**config.mk**
```make
export PLATFORM = sky130hd
export DESIGN_NAME = psr_top
export DESIGN_NICKNAME = d
export VERILOG_FILES = /design/src/rtl/psr_pkg.sv /design/src/rtl/psr_flag_unit.sv /design/src/rtl/psr_cause_unit.sv /design/src/rtl/psr_bank_unit.sv /design/src/rtl/psr_top.sv
export SDC_FILE = /design/constraint.sdc
export NUM_CORES = 1
export LEC_CHECK = 0
export ABC_AREA = 1
export BUFFER_PORTS_ARGS = -buffer_cell sky130_fd_sc_hd__buf_2
export CAP_MARGIN = 5
export CELL_PAD_IN_SITES_DETAIL_PLACEMENT = 0
export CELL_PAD_IN_SITES_GLOBAL_PLACEMENT = 2
export CORE_UTILIZATION = 16
export CTS_CLUSTER_DIAMETER = 50
export DETAILED_ROUTE_END_ITERATION = 10
export PLACE_DENSITY = 0.79
export REMOVE_ABC_BUFFERS = 1
export SYNTH_ARGS = -nofsm -noshare
export SYNTH_HDL_FRONTEND = slang
export SYNTH_SLANG_ARGS = --single-unit
```
**constraint.sdc**
```tcl
create_clock -name clk -period 1.61 [get_ports clk]
set_input_delay 0.161 -clock clk [delete_from_list [all_inputs] [get_ports clk]]
set_output_delay 0.161 -clock clk [all_outputs]
set_load 0.02 [all_outputs]
```
**src/rtl/psr_pkg.sv**
```systemverilog
// Package: field positions and widths of the status word.
// Assumes the fixed eight-bit layout; the core decoder relies on these positions.
package psr_pkg;
    localparam int unsigned PSR_W   = 8;
    localparam int unsigned FLAG_W  = 3;
    localparam int unsigned BIT_C   = 0;
    localparam int unsigned BIT_DC  = 1;
    localparam int unsigned BIT_Z   = 2;
    localparam int unsigned BIT_PD  = 3;
    localparam int unsigned BIT_TO  = 4;
    localparam int unsigned BIT_BK0 = 5;
    localparam int unsigned UPPER_W = PSR_W - BIT_BK0;

    typedef struct packed {
        logic [UPPER_W-1:0] upper;
        logic               to_b;
        logic               pd_b;
        logic [FLAG_W-1:0]  flags;
    } psr_t;
endpackage

```
**src/rtl/psr_flag_unit.sv**
```systemverilog
// Flag unit: stores zero, digit carry and carry.
// Each flag takes the ALU value when its mask bit is set. Otherwise it takes the data
// write, but only when no flag is updated in the same cycle. Flags have no reset on purpose.
module psr_flag_unit #(
    parameter int unsigned FLAG_W = 3
) (
    input  logic              clk,
    input  logic              rst_n,
    input  logic              wr_en,
    input  logic [FLAG_W-1:0] wr_flags,
    input  logic [FLAG_W-1:0] alu_we,
    input  logic [FLAG_W-1:0] alu_flags,
    output logic [FLAG_W-1:0] flags_q
);
    logic wr_allowed;

    // Purpose: a data write reaches the flags only when the ALU leaves them alone.
    always_comb wr_allowed = wr_en && (alu_we == '0);

    for (genvar i = 0; i < FLAG_W; i++) begin : g_flag
        // Purpose: one flag bit, with ALU priority over the data write.
        always_ff @(posedge clk) begin
            if (alu_we[i])       flags_q[i] <= alu_flags[i];
            else if (wr_allowed) flags_q[i] <= wr_flags[i];
        end

        // an unmasked flag holds while the ALU updates other flags.
        p_unmasked_hold_r4: assert property (@(posedge clk) disable iff (!rst_n)
            (wr_en && alu_we != '0 && !alu_we[i]) |=> $stable(flags_q[i]));
    end

    // a plain data write lands in the flags.
    p_plain_write_r2: assert property (@(posedge clk) disable iff (!rst_n)
        (wr_en && alu_we == '0) |=> flags_q == $past(wr_flags));
endmodule

```
**src/rtl/psr_cause_unit.sv**
```systemverilog
// Cause unit: timeout and power-down bits, driven only by events.
// Assumes single-cycle event pulses; any mix of events in one cycle is allowed.
module psr_cause_unit (
    input  logic clk,
    input  logic rst_n,
    input  logic ev_pwrup,
    input  logic ev_wdt_clr,
    input  logic ev_sleep,
    input  logic ev_wdt_tmo,
    output logic to_q,
    output logic pd_q
);
    logic to_set, pd_set;

    // Purpose: group the events that raise each bit.
    always_comb begin
        pd_set = ev_pwrup | ev_wdt_clr;
        to_set = pd_set | ev_sleep;
    end

    // Purpose: timeout bit; a setting event beats a watchdog timeout.
    always_ff @(posedge clk) begin
        if (!rst_n)          to_q <= 1'b1;
        else if (to_set)     to_q <= 1'b1;
        else if (ev_wdt_tmo) to_q <= 1'b0;
    end

    // Purpose: power-down bit; power-up or clear beats sleep.
    always_ff @(posedge clk) begin
        if (!rst_n)        pd_q <= 1'b1;
        else if (pd_set)   pd_q <= 1'b1;
        else if (ev_sleep) pd_q <= 1'b0;
    end

    // reset raises both cause bits.
    p_reset_cause_r1: assert property (@(posedge clk)
        !rst_n |=> (to_q && pd_q));
    // a watchdog clear always leaves timeout at 1.
    p_clear_wins_r6: assert property (@(posedge clk) disable iff (!rst_n)
        ev_wdt_clr |=> to_q);
    // sleep alone drops power-down.
    p_sleep_pd_r7: assert property (@(posedge clk) disable iff (!rst_n)
        (ev_sleep && !ev_pwrup && !ev_wdt_clr) |=> !pd_q);
    // with no event, both cause bits hold.
    p_cause_hold_r10: assert property (@(posedge clk) disable iff (!rst_n)
        !(ev_pwrup || ev_wdt_clr || ev_sleep || ev_wdt_tmo) |=> $stable({to_q, pd_q}));
endmodule

```
**src/rtl/psr_bank_unit.sv**
```systemverilog
// Bank unit: spare bit and bank select, written only by data writes.
// It also forms the banked data-memory address. Assumes the bank code sits in the low bits.
module psr_bank_unit #(
    parameter int unsigned UPPER_W = 3,
    parameter int unsigned BANK_W  = 2,
    parameter int unsigned DIR_AW  = 7,
    localparam int unsigned MEM_AW = DIR_AW + BANK_W
) (
    input  logic               clk,
    input  logic               rst_n,
    input  logic               wr_en,
    input  logic [UPPER_W-1:0] wr_upper,
    input  logic [DIR_AW-1:0]  dir_addr,
    output logic [UPPER_W-1:0] upper_q,
    output logic [MEM_AW-1:0]  mem_addr
);
    // Purpose: store the upper bits exactly as written.
    always_ff @(posedge clk) begin
        if (!rst_n)     upper_q <= '0;
        else if (wr_en) upper_q <= wr_upper;
    end

    // Purpose: prepend the bank code to the direct address.
    always_comb mem_addr = {upper_q[BANK_W-1:0], dir_addr};

    // reset clears the upper bits.
    p_reset_upper_r1: assert property (@(posedge clk)
        !rst_n |=> upper_q == '0);
    // a write is stored unchanged.
    p_upper_write_r2: assert property (@(posedge clk) disable iff (!rst_n)
        wr_en |=> upper_q == $past(wr_upper));
endmodule

```
**src/rtl/psr_top.sv**
```systemverilog
// Top: status word with per-bit write protection.
// Joins the flag, cause and bank units. Assumes the decoder and ALU sit outside.
module psr_top #(
    parameter int unsigned DIR_AW = 7,
    parameter int unsigned BANK_W = 2,
    localparam int unsigned MEM_AW = DIR_AW + BANK_W
) (
    input  logic                       clk,
    input  logic                       rst_n,
    input  logic                       wr_en,
    input  logic [psr_pkg::PSR_W-1:0]  wr_data,
    input  logic [psr_pkg::FLAG_W-1:0] alu_we,
    input  logic [psr_pkg::FLAG_W-1:0] alu_flags,
    input  logic                       ev_pwrup,
    input  logic                       ev_wdt_clr,
    input  logic                       ev_sleep,
    input  logic                       ev_wdt_tmo,
    input  logic [DIR_AW-1:0]          dir_addr,
    output logic [psr_pkg::PSR_W-1:0]  rd_data,
    output logic [MEM_AW-1:0]          mem_addr
);
    import psr_pkg::*;

    psr_t wr_view, cur;

    // Purpose: view the written byte through the field layout.
    always_comb wr_view = psr_t'(wr_data);

    psr_flag_unit #(.FLAG_W(FLAG_W)) u_flags (
        .clk(clk), .rst_n(rst_n), .wr_en(wr_en), .wr_flags(wr_view.flags),
        .alu_we(alu_we), .alu_flags(alu_flags), .flags_q(cur.flags)
    );

    psr_cause_unit u_cause (
        .clk(clk), .rst_n(rst_n), .ev_pwrup(ev_pwrup), .ev_wdt_clr(ev_wdt_clr),
        .ev_sleep(ev_sleep), .ev_wdt_tmo(ev_wdt_tmo), .to_q(cur.to_b), .pd_q(cur.pd_b)
    );

    psr_bank_unit #(.UPPER_W(UPPER_W), .BANK_W(BANK_W), .DIR_AW(DIR_AW)) u_bank (
        .clk(clk), .rst_n(rst_n), .wr_en(wr_en), .wr_upper(wr_view.upper),
        .dir_addr(dir_addr), .upper_q(cur.upper), .mem_addr(mem_addr)
    );

    // Purpose: present the stored word for reads.
    always_comb rd_data = cur;

    // a data write with no event leaves the cause bits alone.
    p_protect_r3: assert property (@(posedge clk) disable iff (!rst_n)
        (wr_en && !(ev_pwrup || ev_wdt_clr || ev_sleep || ev_wdt_tmo))
        |=> $stable(rd_data[BIT_TO:BIT_PD]));
endmodule

```
==> results of run 1 <==
[layout by cell type, fill, tap and decap left out]
| master | netlist | final |
|---|---|---|
| a21oi_1 | 1 | 1 |
| buf_2 | 0 | 28 |
| clkbuf_1 | 0 | 1 |
| clkbuf_4 | 0 | 3 |
| dfxtp_1 | 5 | 5 |
| edfxtp_1 | 3 | 3 |
| inv_1 | 6 | 6 |
| inv_2 | 1 | 1 |
| nand2_1 | 16 | 16 |
| nand2_2 | 1 | 1 |
| nor2_1 | 8 | 8 |
| nor2_2 | 1 | 1 |
| o21ai_0 | 3 | 3 |
[through the flow]
step / cells / worst slack (ns) / power (mW) / hold WS, ns
2_1_floorplan: 45 / 0.781 / 0.281 / 0.249
3_3_place_gp: 103 / 0.744 / 0.326 / 0.322
3_5_place_dp: 103 / 0.726 / 0.327 / 0.322
4_1_cts: 107 / 0.636 / 0.500 / 0.106
5_1_grt: 107 / 0.612 / 0.519 / 0.128
6_report: 107 / 0.661 / 0.484 / 0.117
[layout make-up]
type | count | area share [%]
Inverter | 7 | 4.84
Tap cell | 30 | 6.91
Sequential cell | 8 | 35.0
Timing Repair Buffer | 28 | 25.8
Multi-Input combinational cell | 30 | 22.6
Clock buffer | 4 | 4.84
[kinds of logic after synthesis]
kind of cell,Yosys count,share of synthesized area (%)
and+or+nand+nor,26,24.3
buffers and inverters,18,25.8
DFF,8,45.1
AOI/OAI and AO/OA,4,4.75
[registers in the layout, summed over array words and instances, names as in the netlist]
signal	cells
u_cause.pd_q	1
u_flags.flags_q	3
u_cause.to_q	1
u_bank.upper_q	3
[how the worst max path moves through the flow]
stage	end	slack, ns	cells after the start
global route	rd_data[1]	0.61	1
CTS	rd_data[1]	0.64	1
detailed placement	u_flags.flags_q[0]	0.73	5
global placement	u_flags.flags_q[2]	0.74	5
finish	rd_data[1]	0.66	1
floorplan	u_bank.upper_q[0]	0.78	2
[metal layers]
| layer | part of all wire, % | track usage, % | wire (um) |
|---|---|---|---|
| met5 | 0 | 0 | 0 |
| met1 | 41 | 6.12 | 352 |
| met4 | 0 | 1.32 | 0 |
| met3 | 15 | 7.18 | 125 |
| met2 | 44 | 10.6 | 382 |
[power by group through the flow]
stage               sequential [mW]  clock (mW)  combinational [mW]
floorplan                     0.259           0              0.0228
global placement              0.235           0              0.0907
detailed placement            0.236           0              0.0917
CTS                           0.231       0.177              0.0919
global route                  0.233       0.184               0.102
finish                        0.231       0.163              0.0901
==> flow_summary_export.csv, run 1 <==
group,metric,value,unit
yosys,ys_types,11,
clock_tree,cts_made_buffers,3,
clock_tree,cts_max_level,1,
drt,wirelength,860,um
drt,postRouteAntennaNets,0,
yosys,synth-edff-count,3,
die,core_area,0.00248,mm2
die,die_area,0.00284,mm2
sta,rsz0062_at_grt,"no",
yosys,yosysMostFrequentCell,"nand2_1",
die,die_h,53.3,um
grt,grt_pass1_wl,1320,um
grt,grt_pass1_vias,340,
layout,postLayoutCoreUtil,21.9,%
worst_setup_path,rr_endpoint,"u_bank.upper_q[0]",
die,row_count,18,
die,pin_count,45,
clock_tree,cts_tree,"yes",
drt,drc_errors,0,
power,power_frac_seq,47.7,%
grt,antenna_found_initial,0,
yosys,synth_largest_area_cell,"dfxtp_1",
worst_setup_path,slowest_delay,0.36,ns
drt,drtIter0Drc,4,
clock_tree,clk_latency,0.26,ns
worst_setup_path,crit_type,"reg2out",
layout,final_nets,106,
layout,drive_gt1_share,44.2,%
layout,final_area,543,um2
power,pwr-share-clk,33.7,%
placed_design,place_hpwl,721,um
worst_setup_path,reg2reg_depth,2,
worst_hold_path,worstHoldPathCells,3,
layout,area_delta_synth_final,28.8,%
clock_tree,path_clk_slew,0.06,ns
yosys,synth-main-ff-cell,"dfxtp_1",
drt,via_per_inst,3.58,
sta,finalCriticalPeriod,0.949,ns
drt,wl_per_cell,8.04,um
worst_setup_path,critPathMaxFanout,1,
clock_tree,root_buffer,"clkbuf_4",
drt,vias,383,
worst_setup_path,worstReg2RegStart,"u_bank.upper_q[0]",
power,switching_share,26.1,%
layout,fill_cells,299,
yosys,seq_area_frac_synth,45.1,%
power,ir_worst_vdd,0.348,mV
yosys,yosys_warnings,0,
die,start_util,17.0,%
worst_setup_path,crit_chain,"buf_2",
clock_tree,cts_buffer_depth,2,
yosys,yosys_register_bits,8,
power,power.density,892,mW/mm2
yosys,syn_avg_cell_area,7.53,um2
placed_design,place_congestion,0.594,
grt,groute.usage.overall,6.82,%
worst_hold_path,holdCritStartpoint,"ev_sleep",
worst_setup_path,start_kind,"flop",
worst_setup_path,cp-startpoint,"u_flags.flags_q[1]",
worst_setup_path,crit_buf_inv,1,
sta,max_freq,1050,MHz
yosys,syn_inst,56,
sta,hold_viol_final,0,
placed_design,placed_cell_area,517,um2
layout,n_antenna_cell,0,
worst_setup_path,critPathCaptureType,"output pin",
clock_tree,postCtsResizedCells,0,
worst_setup_path,r2r_slack,0.97,ns
sta,relSlewSlack,89.5,%
power,p_int,0.358,mW
clock_tree,postCtsSetupBuffers,0,
layout,multi_input_area,123,um2
sta,setup_viol,0,
layout,register_area,190,um2
placed_design,portBuffers,28,
job,cap_violations,0,
sta,tns,0,ns
worst_hold_path,min_path_type,"in2reg",
sta,worst_pin_slew,0.156,ns
clock_tree,holdBufCountCts,0,
grt,grt_max_degree,6,
yosys,async_flop_share,0,%
worst_hold_path,worstHoldEndpoint,"u_cause.to_q",
worst_setup_path,cpMaxStageDelayCell,"edfxtp_1",
worst_setup_path,crit_family,"flip-flops",
power,p_leak,0.304,nW
drt,dr.pass1.iters,5,
worst_setup_path,cp.arrival,0.79,ns
sta,worst_clock_skew,0,ns
clock_tree,cts.sinks,8,
die,die_w,53.3,um
yosys,synth_area_leaders,"dfxtp_1, edfxtp_1, buf_4",
grt,overflow,0,
worst_setup_path,crit_required,1.45,ns
status,outcome,"complete, no violations",
sta,fin_crit_sh,58.9,%
sta,final_max_slew_viol_count,0,
yosys,synthesis.area,422,um2
power,p_sw,0.127,mW
yosys,synthTopCellsByCount,"nand2_1, buf_4, nor2_1, inv_1, dfxtp_1",
yosys,synth_top_area_share,23.7,%
power,combPwrFrac,18.6,%
Power figures use the tool's default switching activity.
==> run 2: changes to the inputs <==
Settings changed: CORE_UTILIZATION 16 to 13, PLACE_DENSITY 0.79 to 0.69.
Clock period 1.61 ns to 0.85 ns, I/O delays scaled along.
==> flow_summary_export.csv, run 2 (same netlist as run 1, synthesis figures left out) <==
group,metric,value,unit
sta,fin_crit_sh,103,%
sta,relSlewSlack,89.7,%
status,outcome,"finished, violations left",
grt,grt_pass1_wl,1490,um
sta,final_max_slew_viol_count,0,
grt,groute.usage.overall,5.94,%
sta,setup_slack,-0.0226,ns
sta,rsz0062_at_grt,"yes",
sta,hold_viol_final,0,
drt,wirelength,913,um
sta,tns,-0.0662,ns
layout,top_regs,"u_bank.upper_q x3, u_flags.flags_q x3",
clock_tree,holdBufCountCts,0,
worst_setup_path,cp-endpoint,"rd_data[2]",
placed_design,place_hpwl,785,um
layout,final_nets,106,
drt,drc_errors,0,
clock_tree,cts_buffer_depth,2,
clock_tree,path_clk_slew,0.06,ns
sta,setup_viol,3,
layout,mostFrequentLayoutCells,"buf_2, nand2_1, nor2_1, inv_1, buf_4",
drt,wl_per_cell,7.55,um
job,cap_violations,0,
worst_setup_path,critPathMaxFanout,1,
worst_setup_path,reg2reg_depth,2,
sta,worst_pin_slew,0.152,ns
worst_setup_path,rr_endpoint,"u_bank.upper_q[0]",
placed_design,dp_slack,0.0530,ns
layout,fin_cells,121,
clock_tree,clk_latency,0.26,ns
die,core_area,0.00305,mm2
clock_tree,cts_made_buffers,3,
worst_setup_path,start_kind,"flop",
grt,grt_pass1_vias,367,
clock_tree,cts_max_level,1,
worst_setup_path,path_depth,1,
power,ir_worst_vdd,0.439,mV
die,die_w,59.0,um
sta,finalCriticalPeriod,0.873,ns
worst_setup_path,r2r_slack,0.21,ns
placed_design,placed_cells,117,
worst_setup_path,cpMaxStageDelayCell,"edfxtp_1",
sta,max_freq,1150,MHz
worst_setup_path,cp.arrival,0.79,ns
worst_hold_path,min_path_type,"in2reg",
drt,vias,389,
drt,dr.pass1.iters,5,
worst_setup_path,crit_family,"flip-flops",
worst_setup_path,crit_type,"reg2out",
die,pin_count,45,
die,start_util,13.8,%
worst_setup_path,crit_chain,"buf_6",
power,power.density,1610,mW/mm2
worst_setup_path,cp-startpoint,"u_flags.flags_q[2]",
worst_setup_path,critPathCaptureType,"output pin",
layout,drive_gt1_share,48.1,%
layout,n_antenna_cell,0,
grt,overflow,0,
placed_design,portBuffers,28,
worst_setup_path,crit_required,0.76,ns
clock_tree,root_buffer,"clkbuf_4",
die,die_h,59.0,um
grt,grt_max_degree,6,
status,violations,"setup timing",
placed_design,place_congestion,0.586,
worst_setup_path,crit_buf_inv,1,
grt,antenna_found_initial,0,
sta,worst_clock_skew,0,ns
layout,final_common_cell,"buf_2",
clock_tree,cts.sinks,8,
die,row_count,20,
clock_tree,postCtsSetupBuffers,0,
worst_setup_path,slowest_delay,0.39,ns
drt,postRouteAntennaNets,0,
layout,area_delta_synth_final,40.4,%
worst_setup_path,worstReg2RegStart,"u_bank.upper_q[0]",
drt,drtIter0Drc,4,
die,die_area,0.00348,mm2
power,p_leak,0.312,nW
drt,via_per_inst,3.21,
clock_tree,cts_tree,"yes",
==> run 2: worst min-delay path by stage <==
stage          cells past startpoint            to        start
4_1_cts                            3  u_cause.to_q     ev_sleep
3_3_place_gp                       0   mem_addr[0]  dir_addr[0]
6_report                           3  u_cause.to_q     ev_sleep
3_5_place_dp                       0   mem_addr[0]  dir_addr[0]
2_1_floorplan                      0   mem_addr[0]  dir_addr[0]
5_1_grt                            3  u_cause.to_q     ev_sleep
==> run 2: through the flow <==
step | hold WS, ns | utilization [%] | power (mW) | instance area [um2]
3_3_place_gp | 0.170 | 17.5 | 0.619 | 534
4_1_cts | 0.0151 | 18.9 | 0.974 | 577
6_report | 0.0305 | 19.4 | 0.953 | 592
3_5_place_dp | 0.170 | 17.5 | 0.622 | 534
2_1_floorplan | 0.170 | - | 0.533 | 339
5_1_grt | 0.0294 | 19.4 | 1.02 | 592
==> run 2: layout make-up <==
cell class	instances	area (um2)
Fill cell	373	2460
Sequential cell	8	194
Timing Repair Buffer	28	168
Multi-Input combinational cell	30	123
Tap cell	44	55.1
Clock buffer	4	26.3
Inverter	7	26.3
==> run 2: timing repair <==
action	4_1_cts	5_1_grt
setup endpoints to repair	7	6
endpoints found under the hold margin	0	0
resized for setup	7	6
pin swaps	0	0
==> run 2: layer usage <==
layer  part of all wire, %  global-route usage (%)
met1                    37                    5.38
met2                    48                    9.74
met3                    15                    6.37
met4                     0                       0
met5                     0                       0
==> run 2: worst register-to-register path: stages (launching register included) <==
cell	delay (ns)
dfxtp_2	0.32
o21ai_0	0.16
nor2_1	0.05
==> run 2: power breakdown <==
part / switching (mW) / total [mW] / internal [mW]
sequential: 0.0133 / 0.443 / 0.430
clock: 0.139 / 0.319 / 0.180
combinational: 0.100 / 0.191 / 0.0909
